<file path="config.mk">
export PLATFORM = sky130hd
export DESIGN_NAME = dw_funnel_shift
export DESIGN_NICKNAME = d
export VERILOG_FILES = /design/src/rtl/dw_funnel_pkg.sv /design/src/rtl/dw_rotator.sv /design/src/rtl/dw_mask_gen.sv /design/src/rtl/dw_cond_unit.sv /design/src/rtl/dw_funnel_shift.sv
export SDC_FILE = /design/constraint.sdc
export NUM_CORES = 1
export LEC_CHECK = 0
export BUFFER_PORTS_ARGS = -buffer_cell sky130_fd_sc_hd__buf_2
export CELL_PAD_IN_SITES_DETAIL_PLACEMENT = 1
export CELL_PAD_IN_SITES_GLOBAL_PLACEMENT = 1
export CORE_MARGIN = 3
export CORE_UTILIZATION = 38
export DETAILED_ROUTE_END_ITERATION = 12
export PLACE_DENSITY_LB_ADDON = 0.1
export SYNTH_ARGS = -nofsm -noshare
export SYNTH_HDL_FRONTEND = slang
export SYNTH_SLANG_ARGS = --single-unit
</file>
<file path="constraint.sdc">
create_clock -name vclk -period 9.38
set_clock_uncertainty 0.05 [all_clocks]
set_input_delay 0.938 -clock vclk [all_inputs]
set_output_delay 0.938 -clock vclk [all_outputs]
set_load 0.02 [all_outputs]
</file>
<file path="src/rtl/dw_funnel_pkg.sv">
package dw_funnel_pkg;

    typedef enum logic {
        SHIFT_LEFT  = 1'b0,
        SHIFT_RIGHT = 1'b1
    } shift_dir_e;

    // condition field, most significant member first
    typedef struct packed {
        logic lt;
        logic gt;
        logic eq;
        logic ov;
    } cond_fld_t;

    localparam int COND_W = $bits(cond_fld_t);

endpackage

</file>
<file path="src/rtl/dw_rotator.sv">
// Logarithmic left rotator: one stage per amount bit.
module dw_rotator #(
    parameter int WIDTH = 64,
    parameter int SHW   = $clog2(WIDTH)
) (
    input  logic [WIDTH-1:0] din,
    input  logic [SHW-1:0]   amt,
    output logic [WIDTH-1:0] dout
);
    logic [WIDTH-1:0] stage [SHW+1];

    assign stage[0] = din;

    for (genvar s = 0; s < SHW; s++) begin : g_stage
        localparam int K = 1 << s;
        logic [WIDTH-1:0] rotated;
        assign rotated      = {stage[s][WIDTH-1-K:0], stage[s][WIDTH-1:WIDTH-K]};
        assign stage[s+1]   = amt[s] ? rotated : stage[s];
    end

    assign dout = stage[SHW];
endmodule

</file>
<file path="src/rtl/dw_mask_gen.sv">
// Marks the n positions that take fill bits: the low end for a left shift,
// the high end for a right shift.
module dw_mask_gen #(
    parameter int WIDTH = 64,
    parameter int SHW   = $clog2(WIDTH)
) (
    input  logic [SHW-1:0]   amt,
    input  logic             dir_right,
    output logic [WIDTH-1:0] fill_mask
);
    logic [WIDTH-1:0] low_mask;
    logic [WIDTH-1:0] high_mask;

    for (genvar i = 0; i < WIDTH; i++) begin : g_bit
        assign low_mask[i]            = (SHW+1)'(i) < {1'b0, amt};
        assign high_mask[WIDTH-1-i]   = low_mask[i];
    end

    assign fill_mask = dir_right ? high_mask : low_mask;
endmodule

</file>
<file path="src/rtl/dw_cond_unit.sv">
// Builds the condition field from the result and spill words.
module dw_cond_unit #(
    parameter int WIDTH = 64
) (
    input  logic                           rec_en,
    input  logic [WIDTH-1:0]               res_word,
    input  logic [WIDTH-1:0]               spill_word,
    output dw_funnel_pkg::cond_fld_t       cond
);
    import dw_funnel_pkg::*;

    logic is_zero;
    logic is_neg;

    assign is_zero = (res_word == '0);
    assign is_neg  = res_word[WIDTH-1];

    always_comb begin
        cond = '0;
        if (rec_en) begin
            cond.lt = is_neg;
            cond.gt = !is_neg && !is_zero;
            cond.eq = is_zero;
            cond.ov = |spill_word;
        end
    end
endmodule

</file>
<file path="src/rtl/dw_funnel_shift.sv">
module dw_funnel_shift #(
    parameter int WIDTH = 64,
    parameter int SHW   = $clog2(WIDTH)
) (
    input  logic                              dir_right,
    input  logic [WIDTH-1:0]                  a_word,
    input  logic [WIDTH-1:0]                  b_word,
    input  logic [WIDTH-1:0]                  c_fill,
    input  logic                              rec_en,
    output logic [WIDTH-1:0]                  res_word,
    output logic [WIDTH-1:0]                  spill_word,
    output logic [dw_funnel_pkg::COND_W-1:0]  cond
);
    import dw_funnel_pkg::*;

    shift_dir_e       dir;
    logic [SHW-1:0]   amt;
    logic [SHW-1:0]   rot_amt;
    logic [WIDTH-1:0] rotated;
    logic [WIDTH-1:0] fill_mask;
    cond_fld_t        cond_s;
    logic             unused_b_hi;

    assign dir         = shift_dir_e'(dir_right);
    assign amt         = b_word[SHW-1:0];
    assign unused_b_hi = ^b_word[WIDTH-1:SHW];

    // A right shift by n is a left rotate by (WIDTH - n) mod WIDTH.
    always_comb begin
        unique case (dir)
            SHIFT_LEFT:  rot_amt = amt;
            SHIFT_RIGHT: rot_amt = '0 - amt;
            default:     rot_amt = amt;
        endcase
    end

    dw_rotator #(.WIDTH(WIDTH), .SHW(SHW)) u_rot (
        .din  (a_word),
        .amt  (rot_amt),
        .dout (rotated)
    );

    dw_mask_gen #(.WIDTH(WIDTH), .SHW(SHW)) u_mask (
        .amt       (amt),
        .dir_right (dir_right),
        .fill_mask (fill_mask)
    );

    // Wrapped bits land under the mask: they become the spill word,
    // and the fill word takes their place in the result.
    assign res_word   = (rotated & ~fill_mask) | (c_fill & fill_mask);
    assign spill_word = rotated & fill_mask;

    dw_cond_unit #(.WIDTH(WIDTH)) u_cond (
        .rec_en     (rec_en),
        .res_word   (res_word),
        .spill_word (spill_word),
        .cond       (cond_s)
    );

    assign cond = cond_s;
endmodule

</file>
==> out/results.txt, run 1 <==
status - completed
port bufs - 268
RSZ-0062 raised after global routing - false
clock buf count - 0
postcts setup bufs - 0
M3 GR Usage - 0.101
Net Sw Frac - 0.655
worst-margin pin slew - 1.10 ns
post-route ant nets - 0
post-synth cell types - 61
P_sw - 0.834 mW
die height - 147 um
Post-Synth Simple-Gate Area - 0.217
WHS Path Cells - 3
final setup vio count - 0
Critical Path AT - 6.76 ns
Compound-Gate Fraction of Synth Area - 0.248
drt initial violations - 1058
via count - 9782
Tot GR Track Use - 0.367
main combinational cell family by area after synthesis - multiplexers
diode count - 0
crit path kind - in2out
most used routing layer - met2
First-pass DRT Iterations - 5
Max VDD drop - 0.0601 mV
CTS Hold Bufs - 0
register area share after synthesis - 0
gr ovfl total - 0
Vias/cell - 6.64
DIE WIDTH - 147 um
WP data required - 8.39 ns
share of total power in sequential cells - 0
worst-path maximum fanout - 29
total negative slack - 0 ns
first-pass GRT wire length - 61300 um
Clock power frac - 0
Core Region - 19100 um^2
syn avg cell area - 7.49 um^2
drt total wl - 42200 um
die area - 21700 um^2
DP Wirelength - 35300 um
Post-Synth XOR/XNOR Area - 0.00826
yosys synthesis warning count - 0
synth cell count leaders - mux2i_1 (135), nor2_1 (116), mux2_2 (112), nand2_1 (67), o21ai_0 (49)
drt wl/cell - 28.6 um
GPL Wtd Cong - 0.997
Area after DPL - 9050 um^2
Leak - 4.06 nW
max_cap viols - 0
num sequential - 0
Seq. cell area - 0 um^2
Max Slew Vio Count - 0
top-count cell post-synth - mux2i_1
M2 GR Usage - 0.568
Tcrit/Tclk final - 0.826
fin area - 9050 um^2
Starting Density - 0.395
Net Count, Synth - 1207
critical path capture point type - output pin
Tmin final - 7.75 ns
Adder-Cell Fraction of Synth Area - 0.00331
share of the synthesized area in the top cell type - 0.178
largest cells by area after synthesis - mux2i_1 (18%), mux2_2 (17%), mux4_2 (11%)
vias in the first global route - 9354
I/O pins - 326
Slew Limit Headroom - 0.262
CP startpoint kind - input port
Comb power frac - 1.000
initial antenna violation count - 1
Cells after Synth - 1011
Power Dens Cells - 141 nW/um^2
Layout Nets - 1412
met1 Use GR - 0.506
Fin. Hold Viols - 0
Setup WS pre-CTS - 2.17 ns
post-CTS sizing - 0
Area growth, synth to finish - 19.6%
Post-route DRC - 0
Hold Crit Class - in2out
Highest Clock Rate - 129 MHz
Final Worst Setup Slack - 1.63 ns
largest net degree at the start of global routing - 90
share of post-route cells with drive strength above 1 - 0.382
Post-Syn Area - 7570 um^2
cell accounting for the most synthesized area - mux2i_1
multiplexer share of the synthesized area - 0.462
Row Count - 50
Pint - 0.438 mW
-- metrics by stage --
step / hold slack, ns / power, mW / std cells / utilization
6_report: 2.20 / 1.27 / 1474 / 0.473
5_1_grt: 2.22 / 1.33 / 1474 / 0.473
4_1_cts: 2.20 / 1.24 / 1474 / 0.473
3_5_place_dp: 2.19 / 1.23 / 1474 / 0.473
3_3_place_gp: 2.19 / 1.22 / 1474 / 0.473
2_1_floorplan: 1.99 / 0.801 / 1011 / -
-- power by group through the flow --
stage	Combinational [mW]	Clock, mW	Sequential [mW]
3_3_place_gp	1.22	0	0
5_1_grt	1.33	0	0
3_5_place_dp	1.23	0	0
4_1_cts	1.24	0	0
2_1_floorplan	0.801	0	0
6_report	1.27	0	0
-- routing by layer --
metal	vias to the layer above	routed length [um]
li1	4339	-
met5	-	14
met2	584	18500
met3	84	5030
met4	2	1430
met1	4773	17200
-- cell families after synthesis --
| family | count (synthesis) |
|---|---|
| compound gates | 276 |
| xor+xnor | 5 |
| fa+ha+maj | 2 |
| buf+inv | 102 |
| mux | 288 |
| simple gates | 338 |
-- layout by cell type (no fill, tap or decap), drive strengths merged, types with 22 or more instances in the layout --
master  instances
mux2i         136
nand2          68
a21oi          49
nor2          116
o22ai          25
a211oi         38
mux2          115
nor4           32
mux4           37
and2           29
o21ai          52
buf           290
nor3           22
-- area by class of cell --
type	instances	area, um^2
Fill cell	2535	10100
Inverter	15	56.3
Multi-Input combinational cell	909	7150
Tap cell	260	325
Timing Repair Buffer	290	1520
-- critical path, cell delays in order --
cell and delay [ns]:
buf_2 0.30, o31ai_1 0.63, xor2_2 0.74, nand3_1 0.80, o22ai_1 0.40, nor2_1 0.19
a221o_1 0.35, nor4_1 0.93, nand4_1 0.48, nor4_1 0.62, and2_1 0.20, buf_2 0.16
-- worst paths after layout --
kind | from | end | slack, ns
hold / removal | rec_en | cond[0] | 2.20
setup / recovery | b_word[2] | cond[1] | 1.63
Note: power is estimated with default switching activity, not from simulation.
==> run 2: changes to the inputs <==
--- a/config.mk
+++ b/config.mk
@@ -9,7 +9,7 @@
 export CELL_PAD_IN_SITES_DETAIL_PLACEMENT = 1
 export CELL_PAD_IN_SITES_GLOBAL_PLACEMENT = 1
 export CORE_MARGIN = 3
-export CORE_UTILIZATION = 38
+export CORE_UTILIZATION = 35
 export DETAILED_ROUTE_END_ITERATION = 12
 export PLACE_DENSITY_LB_ADDON = 0.1
 export SYNTH_ARGS = -nofsm -noshare
==> constraint.sdc (replaced) <==
create_clock -name vclk -period 7.16
set_clock_uncertainty 0.05 [all_clocks]
set_input_delay 0.716 -clock vclk [all_inputs]
set_output_delay 0.716 -clock vclk [all_outputs]
set_load 0.02 [all_outputs]
==> out/results.txt, run 2 (synthesized netlist as in run 1, its figures left out) <==
Fin. Hold Viols - 0 (unchanged)
port bufs - 268 (unchanged)
drt wl/cell - 28.8 um (+0.52%)
Seq. cell area - 0 um^2 (unchanged)
max_cap viols - 0 (unchanged)
crit path kind - in2out
die height - 153 um (+4.0%)
share of post-route cells with drive strength above 1 - 0.389 (+0.00673)
drt total wl - 43300 um (+2.6%)
Setup WS pre-CTS - 0.837 ns (-1.34 ns)
Tot GR Track Use - 0.344 (-0.0230)
GPL Wtd Cong - 1.02 (+2.5%)
critical path capture point type - output pin
Setup crit end - cond[0]
Row Count - 53 (+6.0%)
vias in the first global route - 9642 (+3.1%)
CP startpoint kind - input port
gr ovfl total - 0 (unchanged)
final setup vio count - 0 (unchanged)
Slew Limit Headroom - 0.206 (-0.0561)
Area after DPL - 9190 um^2 (+1.5%)
post-layout utilization of the core - 0.434 (-0.0385)
total power - 1.69 mW (+33%)
Hold Slack - 1.74 ns (-0.451 ns)
highest-count cells in the layout ignoring fill and taps - buf_2 (268), mux2i_1 (135), nor2_1 (116)
Leak - 4.13 nW (+1.9%)
Tcrit/Tclk final - 0.906
via count - 9856 (+0.76%)
Post-route DRC - 0 (unchanged)
RSZ-0062 raised after global routing - false
crit path from - b_word[1]
first-pass GRT wire length - 63000 um (+2.8%)
worst-path maximum fanout - 41 (+41%)
worst-margin pin slew - 1.18 ns (+0.0817 ns)
die area - 23400 um^2 (+8.2%)
DIE WIDTH - 153 um (+4.0%)
post-route ant nets - 0 (unchanged)
Tmin final - 6.48 ns
Area growth, synth to finish - 21.4%
fin area - 9190 um^2 (+1.5%)
Vias/cell - 6.55 (-1.3%)
I/O pins - 326 (unchanged)
drt initial violations - 1121 (+6.0%)
Max VDD drop - 0.0705 mV (+17%)
clock buf count - 0 (unchanged)
WP data required - 6.39 ns (-2.00 ns)
Layout Nets - 1427 (+1.1%)
total negative slack - 0 ns (unchanged)
postcts setup bufs - 0 (unchanged)
Highest Clock Rate - 154 MHz
CTS Hold Bufs - 0 (unchanged)
num sequential - 0 (unchanged)
Power Dens Cells - 184 nW/um^2 (+31%)
Starting Density - 0.358 (-0.0376)
DP Wirelength - 36600 um (+3.5%)
initial antenna violation count - 1 (unchanged)
Final Worst Setup Slack - 0.675 ns (-0.956 ns)
post-CTS sizing - 0 (unchanged)
Hold Crit Class - in2out
Placed Cells - 1504 (+2.0%)
most common cell after layout, fill and taps aside - buf_2
status - completed
Core Region - 21200 um^2 (+11%)
Critical Path AT - 5.72 ns (-1.04 ns)
Max Slew Vio Count - 0 (unchanged)
First-pass DRT Iterations - 5 (unchanged)
diode count - 0 (unchanged)
fin cells - 1504 (+2.0%)
largest net degree at the start of global routing - 68 (-24%)
-- run 2: worst min-delay path by stage --
stage | start | to | slack (ns) | cells after the start
2_1_floorplan | rec_en | cond[0] | 1.54 | 1
3_3_place_gp | c_fill[20] | res_word[20] | 1.75 | 4
3_5_place_dp | c_fill[20] | res_word[20] | 1.75 | 4
4_1_cts | c_fill[20] | res_word[20] | 1.75 | 4
5_1_grt | c_fill[61] | res_word[61] | 1.78 | 3
6_report | c_fill[20] | res_word[20] | 1.74 | 4
-- run 2: report_power, final --
part	switching [mW]	leakage, nW	internal [mW]
sequential	0	0	0
clock	0	0	0
combinational	1.11	4.13	0.587
-- run 2: layout make-up --
cell class	instances	area [um^2]
multi-input cells	909	7140
fillers	2744	12000
well taps	275	344
inverters	15	56.3
repair buffers	305	1640
-- run 2: worst max-delay path, stage by stage --
cell,delay [ns]
buf_2,0.16
inv_1,0.07
ha_1,0.49
nor2b_1,0.21
xnor2_4,0.59
buf_12,0.33
mux2i_1,0.23
mux4_2,0.58
mux2_2,0.31
and2_1,0.17
or4_1,0.71
nor4_1,0.38
nand3_1,0.12
o41a_1,0.43
buf_2,0.17
-- run 2: routing by layer --
metal  share of wire  routed length [um]  global-route usage
met1            0.43               18400               0.471
met2            0.44               19000               0.546
met3            0.11                4630              0.0917
met5         0.00023                  10                   0
met4           0.027                1180              0.0717
==> run 3: changes to the inputs <==
--- a/config.mk
+++ b/config.mk
@@ -9,9 +9,10 @@
 export CELL_PAD_IN_SITES_DETAIL_PLACEMENT = 1
 export CELL_PAD_IN_SITES_GLOBAL_PLACEMENT = 1
 export CORE_MARGIN = 3
-export CORE_UTILIZATION = 35
+export CORE_UTILIZATION = 38
 export DETAILED_ROUTE_END_ITERATION = 12
 export PLACE_DENSITY_LB_ADDON = 0.1
 export SYNTH_ARGS = -nofsm -noshare
 export SYNTH_HDL_FRONTEND = slang
+export SYNTH_HIERARCHICAL = 1
 export SYNTH_SLANG_ARGS = --single-unit
==> out/results.txt, run 3 <==
status - completed
register area share after synthesis - 0 (unchanged)
drt total wl - 38600 um (-11%)
share of the synthesized area in the top cell type - 0.568 (+0.390)
crit path kind - in2out
Max stage delay on crit path - 0.62 ns (-0.09 ns)
Area after DPL - 8960 um^2 (-2.5%)
RSZ-0062 raised after global routing - false
critical path capture point type - output pin
CTS Hold Bufs - 0 (unchanged)
worst-path maximum fanout - 64 (+56%)
CP startpoint kind - input port
WHS Path Cells - 3 (-1)
Setup WS pre-CTS - 0.716 ns (-0.121 ns)
die area - 21400 um^2 (-8.5%)
clock buf count - 0 (unchanged)
delay-heaviest family, CP - multiplexers
Tcrit/Tclk final - 0.911 (+0.00581)
cell accounting for the most synthesized area - mux4_2
initial antenna violation count - 1 (unchanged)
Row Count - 50 (-5.7%)
Post-Syn Area - 7490 um^2 (-1.1%)
multiplexer share of the synthesized area - 0.675 (+0.213)
Cells after Synth - 643 (-36%)
yosys synthesis warning count - 6 (+6)
Core Region - 19000 um^2 (-10%)
Hold Slack - 1.76 ns (+0.0138 ns)
Crit path depth - 15 (unchanged)
share of post-route cells with drive strength above 1 - 0.633 (+0.244)
num sequential - 0 (unchanged)
syn avg cell area - 11.6 um^2 (+56%)
Buf/Inv on CP - 4 (unchanged)
Layout Nets - 1057 (-26%)
Slew Limit Headroom - 0.179 (-0.0266)
WP data required - 6.39 ns (about the same)
Vias/cell - 7.21 (+10%)
CP cell instances - buf_2 -> buf_4 -> or3_4 -> nand2_1 -> xnor2_2 -> buf_12 -> mux4_2 -> mux4_2 -> mux4_2 -> mux2_2 -> nor4_1 -> nand4_1 -> nor4_2 -> and2_1 -> buf_2
max_cap viols - 0 (unchanged)
I/O pins - 326 (unchanged)
post-CTS sizing - 0 (unchanged)
crit-path most repeated cell - mux4_2
main combinational cell family by area after synthesis - multiplexers
Tmin final - 6.53 ns (+0.0416 ns)
DP Wirelength - 33200 um (-9.1%)
drt wl/cell - 34.4 um (+20%)
vias in the first global route - 8024 (-17%)
most common cell after layout, fill and taps aside - buf_2
Fin. Hold Viols - 0 (unchanged)
post-route ant nets - 0 (unchanged)
drt initial violations - 891 (-21%)
port bufs - 268 (unchanged)
via count - 8079 (-18%)
first-pass GRT wire length - 56400 um (-11%)
top-count cell post-synth - mux4_2
highest-count cells in the layout ignoring fill and taps - buf_2 (267), mux4_2 (189), and2_1 (70)
gr ovfl total - 0 (unchanged)
CP max-delay cell - mux4_2
final setup vio count - 0 (unchanged)
postcts setup bufs - 0 (unchanged)
Tot GR Track Use - 0.347 (+0.00255)
Critical Path AT - 5.76 ns (+0.04 ns)
Final Worst Setup Slack - 0.634 ns (-0.0416 ns)
Post-Synth Simple-Gate Area - 0.164 (-0.0525)
Area growth, synth to finish - 19.6%
Net Count, Synth - 838 (-31%)
multi-input gate area in the final layout - 7040 um^2 (-1.4%)
Max Slew Vio Count - 0 (unchanged)
First-pass DRT Iterations - 7 (+2)
Compound-Gate Fraction of Synth Area - 0.0892 (-0.159)
DIE WIDTH - 146 um (-4.4%)
Hold Crit Class - in2out
GPL Wtd Cong - 1.03 (+1.2%)
Seq. cell area - 0 um^2 (unchanged)
largest cells by area after synthesis - mux4_2 (57%), mux2_2 (6.5%), and2_1 (5.8%)
Post-route DRC - 0 (unchanged)
Adder-Cell Fraction of Synth Area - 0.00167 (-0.00163)
post-synth cell types - 61 (unchanged)
Post-Synth XOR/XNOR Area - 0.00468 (-0.00359)
die height - 146 um (-4.4%)
fill cell total of the finished layout - 2167 (-21%)
largest net degree at the start of global routing - 65 (-4.4%)
synth cell count leaders - mux4_2 (189), and2_1 (70), mux2_2 (43), nor4_1 (31), o21ai_0 (26)
Highest Clock Rate - 153 MHz (-0.64%)
Starting Density - 0.394 (+0.0360)
total negative slack - 0 ns (unchanged)
fin area - 8960 um^2 (-2.5%)
worst-margin pin slew - 1.22 ns (+0.0411 ns)
-- run 3: cell types whose count changed after synthesis, moves of 12 or more --
cell | previous run | this run
mux4_2 | 37 | 189
and2_1 | 28 | 70
o21ai_0 | 49 | 26
o22ai_1 | 25 | 0
a211oi_1 | 38 | 5
mux2i_1 | 135 | 0
nand2_1 | 67 | 25
mux2_1 | 1 | 21
a22oi_1 | 16 | 1
nor3_1 | 21 | 9
mux2_2 | 112 | 43
clkbuf_1 | 47 | 19
a21oi_1 | 48 | 17
nor2_1 | 116 | 9
-- run 3: kinds of logic after synthesis --
group	count (synthesis)
compound gates	101
xor+xnor	4
fa+ha+maj	1
buf+inv	78
mux	256
simple gates	203
-- run 3: final timing paths --
check                      start           end  slack, ns
worst max-delay path   b_word[1]       cond[1]       0.63
worst min-delay path  c_fill[50]  res_word[50]       1.76
-- run 3: final cells by class --
class              count  area share
multi-input cells    565       0.786
repair buffers       289       0.175
well taps            260      0.0363
inverters              6     0.00251
diodes                 1    0.000279
-- run 3: routing by layer --
metal  part of all wire  global-route usage  vias up
met4              0.044               0.117        0
met1               0.38               0.472     4108
met5                  0                   0        -
li1                   -                   -     3244
met2               0.48               0.578      658
met3               0.10              0.0416       69
-- run 3: through the flow --
stage          cells  utilization
2_1_floorplan    643            -
3_3_place_gp    1120        0.471
3_5_place_dp    1120        0.471
4_1_cts         1120        0.471
5_1_grt         1120        0.471
6_report        1121        0.471
